<file path="config.mk">
export PLATFORM = sky130hd
export DESIGN_NAME = dtc_rule_eval
export DESIGN_NICKNAME = d
export VERILOG_FILES = /design/src/rtl/dtc_pkg.sv /design/src/rtl/dtc_rule_eval.sv
export SDC_FILE = /design/constraint.sdc
export NUM_CORES = 1
export LEC_CHECK = 0
export BUFFER_PORTS_ARGS = -buffer_cell sky130_fd_sc_hd__buf_2
export CORE_UTILIZATION = 25
export DETAILED_ROUTE_END_ITERATION = 8
export MAX_ROUTING_LAYER = met4
export PLACE_DENSITY_LB_ADDON = 0.05
export SYNTH_ARGS = -nofsm -noshare
export SYNTH_HDL_FRONTEND = slang
export SYNTH_SLANG_ARGS = --single-unit
</file>
<file path="constraint.sdc">
create_clock -name vclk -period 2.8
set_clock_uncertainty 0.1 [all_clocks]
set_input_delay 0.56 -clock vclk [all_inputs]
set_output_delay 0.56 -clock vclk [all_outputs]
set_load 0.03 [all_outputs]
</file>
<file path="src/rtl/dtc_pkg.sv">
package dtc_pkg;

  typedef enum logic [2:0] {
    OP_ACT  = 3'd0,
    OP_PRE  = 3'd1,
    OP_RD   = 3'd2,
    OP_WR   = 3'd3,
    OP_CPRE = 3'd4
  } op_e;

  // Lower value wins when several rules break together
  typedef enum logic [3:0] {
    V_NONE   = 4'd0,
    V_OPCODE = 4'd1,
    V_OPEN   = 4'd2,
    V_CLOSED = 4'd3,
    V_RC     = 4'd4,
    V_RP     = 4'd5,
    V_RR     = 4'd6,
    V_RAS    = 4'd7,
    V_RDP    = 4'd8,
    V_PP     = 4'd9,
    V_RCD    = 4'd10,
    V_CC     = 4'd11,
    V_ROWPKT = 4'd12
  } viol_e;

  function automatic logic op_is_row(input logic [2:0] op);
    return (op == OP_ACT) || (op == OP_PRE);
  endfunction

  function automatic logic op_is_col(input logic [2:0] op);
    return (op == OP_RD) || (op == OP_WR) || (op == OP_CPRE);
  endfunction

  function automatic logic op_is_pre(input logic [2:0] op);
    return (op == OP_PRE) || (op == OP_CPRE);
  endfunction

endpackage

</file>
<file path="src/rtl/dtc_rule_eval.sv">
module dtc_rule_eval
  import dtc_pkg::*;
#(
  parameter int CW    = 13,
  parameter int T_RC  = 28,
  parameter int T_RAS = 20,
  parameter int T_RP  = 8,
  parameter int T_PP  = 8,
  parameter int T_RR  = 8,
  parameter int T_RCD = 7,
  parameter int T_CC  = 4,
  parameter int T_PKT = 4,
  parameter int T_RDP = 4
) (
  input  logic          vld,
  input  logic [2:0]    op,
  input  logic          is_open,
  input  logic [CW-1:0] since_act,
  input  logic [CW-1:0] since_pre,
  input  logic [CW-1:0] since_rd,
  input  logic [CW-1:0] dev_act,
  input  logic [CW-1:0] dev_pre,
  input  logic [CW-1:0] dev_row,
  input  logic [CW-1:0] dev_col,
  output viol_e         code
);

  function automatic logic too_soon(input logic [CW-1:0] gap, input int lim);
    return int'(gap) < lim;
  endfunction

  always_comb begin
    code = V_NONE;
    if (vld) begin
      if (op == OP_ACT) begin
        if (is_open)                        code = V_OPEN;
        else if (too_soon(since_act, T_RC)) code = V_RC;
        else if (too_soon(since_pre, T_RP)) code = V_RP;
        else if (too_soon(dev_act, T_RR))   code = V_RR;
        else if (too_soon(dev_row, T_PKT))  code = V_ROWPKT;
      end else if (op_is_pre(op)) begin
        if (is_open && too_soon(since_act, T_RAS))       code = V_RAS;
        else if (is_open && too_soon(since_rd, T_RDP))   code = V_RDP;
        else if (too_soon(dev_pre, T_PP))                code = V_PP;
        else if (op == OP_PRE && too_soon(dev_row, T_PKT)) code = V_ROWPKT;
        else if (op == OP_CPRE && too_soon(dev_col, T_CC)) code = V_CC;
      end else if (op == OP_RD || op == OP_WR) begin
        if (!is_open)                        code = V_CLOSED;
        else if (too_soon(since_act, T_RCD)) code = V_RCD;
        else if (too_soon(dev_col, T_CC))    code = V_CC;
      end else begin
        code = V_OPCODE;
      end
    end
  end

endmodule

</file>
After elaboration in Yosys (flattened, before gate mapping) --
Cells that the tools add are included.
Storage, ports and cells: word-level logic and storage cells 37, output and inout bits 4, flip-flop bits (word level) 0
Cells by class: reduce and logical (&&, ||, !) cells 7, mux-type cells 17, equal/unequal tests 4, magnitude comparators 9
Operator list (number):
- $mux W4 | 17
- $lt A13 B3 Y1 const B | 4
- $lt A13 B4 Y1 const B | 3
- $lt A13 B5 Y1 const B | 2
- $eq A3 B2 Y1 const B | 2
- $logic_and A1 B1 Y1 | 4
- $eq A3 B1 Y1 const B | 1
- $eq A3 B3 Y1 const B | 1
- $logic_not A3 Y1 | 1
- $logic_or A1 B1 Y1 | 2

Depth between registers and ports, before layout --
depth after elaboration 10, gate-level depth with buffers 5, depth with buffers taken out 5

Worst setup path before layout --
OpenSTA, ideal clock, no wires.
path type input to output, start point input since_act[12], end point output code[1], data arrival time 2004 ps, cell stages on the path 5, required time 2140 ps, slack 136 ps, buffers on the path 0, cell sequence nor4_1 -> and4_1 -> or3_4 -> a41oi_1 -> nor3_1
Between the ends: word-level cells in the longest chain between the ends 7
Ends and longest elaborated chain:
- from (decl) | line dtc_rule_eval.sv:18 | input logic [CW-1:0] since_act,
- $lt A13 B3 Y1 | line dtc_rule_eval.sv:29 | return int'(gap) < lim;
- $mux W4 | line dtc_rule_eval.sv:49 | else if (too_soon(since_act, T_RCD)) code = V_RCD;
- $mux W4 | line dtc_rule_eval.sv:48 | if (!is_open) code = V_CLOSED;
- $mux W4 | line dtc_rule_eval.sv:47 | end else if (op == OP_RD || op == OP_WR) begin
- $mux W4 | line dtc_rule_eval.sv:41 | end else if (op_is_pre(op)) begin
- $mux W4 * | line dtc_rule_eval.sv:35 | if (op == OP_ACT) begin
- $mux W4 * | line dtc_rule_eval.sv:34 | if (vld) begin
- to (decl) | line dtc_rule_eval.sv:25 | output viol_e code
Mark *: on every way between the ends. The rest lies on a longest branch, timed or not.

Worst setup path in the final report --
start point input dev_row[9], end point output code[3]
Between the ends: word-level cells in the longest chain between the ends 9
Ends and longest elaborated chain:
- from (decl) | line dtc_rule_eval.sv:23 | input logic [CW-1:0] dev_row,
- $lt A13 B3 Y1 * | line dtc_rule_eval.sv:29
- $logic_and A1 B1 Y1 | line dtc_rule_eval.sv:45 | else if (op == OP_PRE && too_soon(dev_row, T_PKT)) code = V_ROWPKT;
- $mux W4 | line dtc_rule_eval.sv:45
- $mux W4 | line dtc_rule_eval.sv:44 | else if (too_soon(dev_pre, T_PP)) code = V_PP;
- $mux W4 | line dtc_rule_eval.sv:43 | else if (is_open && too_soon(since_rd, T_RDP)) code = V_RDP;
- $mux W4 | line dtc_rule_eval.sv:42 | if (is_open && too_soon(since_act, T_RAS)) code = V_RAS;
- $mux W4 | line dtc_rule_eval.sv:41
- $mux W4 * | line dtc_rule_eval.sv:35
- $mux W4 * | line dtc_rule_eval.sv:34
Marks and branches as above.

==> metrics <==
result of the run=completed; top cell type's share of synthesized area=0.211; unrepaired setup endpoints after global routing=no; Post-route DRC=0; final routed wirelength across all metal layers=1580 um; filler cell count in the final layout=169; initial cell density of the core=0.273; netlist area before placement=415 sq um; Total Power=0.0886 mW; pin count of the biggest net entering global routing=8; commonest non-fill, non-tap cells in the layout=buf_2 (85), nor4_1 (12), nand3_1 (8); DR pass1 iterations=4; setup TNS after final layout=0 ps; Fmax achieved=374 MHz; Relative slew margins=0.774; Final Instance Count excl. Fillers=169; cell depth of the worst min-delay path=3; number of global-route vias before repair=702; Area growth syn-to-layout=110%; WL per Instance=9.36 um; fraction of layout cells with a size suffix above 1=0.588; part of the cycle the worst path needs=0.954; Net Count, Synth=164; post-DR vias/cell=5.04; area taken by flip-flops and latches=0 sq um; post-synth top area cell=nor4_1; Startpoint Class=input pin; max-slew violation total from the final report=0; start point of the worst hold path=vld; cell types occupying the most area after synthesis=nor4_1 (21%), nand3_1 (9.6%), nor2_1 (6.3%); arrival time of data at the critical path endpoint=2010 ps; Worst Tran Pin Value=336 ps; aggregate global-route resource usage=0.169; Synthesis Warnings=0; Final GP Congestion=0.700; starting DRC count in detailed routing=9; die boundary width=42.8 um; number of antenna violations at the first check in global routing=0; Std-Cell Rows=14; vertical extent of the die=42.8 um; share of synthesized area occupied by flip-flops and latches=0; FF+latch count=0; terminating pin of the worst hold path=code[2]; Core Region=1520 sq um; die area=1830 sq um; number of distinct library cells after synthesis=30; launching instance or port of the critical path=dev_row[9]; area used by multi-input combinational logic=420 sq um; Final min period=2670 ps; Port-buffer cells=85; total of clock buffers placed in the layout=0; Worst Path Required=2140 ps; max_cap viols=0; average footprint of a synthesized cell=6.11 sq um; setup violators final=0; first-pass GRT wire length=2530 um; maximum ir drop on the vdd rail=0.0561 mV; WS Path Type=in2out; crit-path max FO=2; Overflow after GRT=0; Final Hold Vio Count=0; count of nets left with antenna violations after detail routing=0; Hold-fix buffers, CTS=0; most common library cell in the layout ignoring fill and taps=buf_2; static leakage=0.460 nW; overall via count from detail_route=852; power per cell area=101 nW/um^2; Worst Hold Class=in2out; number of antenna cells inserted=0; kind of end point of the critical path=output port; Post-Syn Instances=68; HPWL Detailed=1440 um; # IOs=100; Placed Instances=169; Final Net Count=251
-- cell usage after synthesis, types with 2 or more instances --
library cell  instances
nor4_1               14
nand3_1               8
nor2_1                7
nor3_1                4
and3_1                3
nand2_1               3
a21oi_1               2
a311oi_1              2
and2b_1               2
inv_1                 2
o21ai_0               2
-- final cells by class --
cell class                      instances  share of cell area
Inverter                                2             0.00860
Timing Repair Buffer                   85               0.487
Multi-Input combinational cell         66               0.481
Tap cell                               16              0.0229
-- metrics by stage --
stage | hold WS, ps | cell area, sq um | worst slack [ps] | util
finish | 1400 | 873 | 129 | 0.573
global placement | 1400 | 861 | 152 | 0.565
detailed placement | 1400 | 861 | 136 | 0.565
floorplan | 1170 | 415 | 136 | -
CTS | 1400 | 861 | 129 | 0.565
global route | 1420 | 873 | 7.77 | 0.573
-- where the power goes --
| group | switching [mW] | leakage [nW] | internal (mW) | total [mW] |
|---|---|---|---|---|
| Clock | 0 | 0 | 0 | 0 |
| Sequential | 0 | 0 | 0 | 0 |
| Combinational | 0.0363 | 0.460 | 0.0523 | 0.0886 |
| Total | 0.0363 | 0.460 | 0.0523 | 0.0886 |
-- what timing repair did --
item,CTS,global route
buffers inserted,0,0
resized for setup,0,2
setup endpoints to repair,0,2
-- layer usage --
metal / track usage / up-vias / share of wire / routed length [um]
met2: 0.315 / 53 / 0.44 / 693
li1: - / 456 / - / -
met1: 0.197 / 343 / 0.43 / 685
met4: 0.0188 / 0 / 0 / 0
met5: - / - / 0 / 0
met3: 0.0170 / 0 / 0.13 / 203
-- how the worst max path moves through the flow --
stage | to | cells past startpoint
finish | code[3] | 7
floorplan | code[1] | 5
global route | code[3] | 7
detailed placement | code[3] | 7
CTS | code[3] | 7
global placement | code[3] | 7
-- critical path, stage by stage --
cell and delay [ps]:
buf_2 90, nor4_1 350, and3_1 240, a22oi_1 100
a21o_1 200, a311oi_2 230, buf_2 230
-- cells by family after synthesis --
group	count (synthesis)	share of synthesized area
and+or+nand+nor	49	0.672
buffers and inverters	2	0.0181
AOI/OAI and AO/OA	17	0.310
Note: power is estimated with default switching activity, not from simulation.
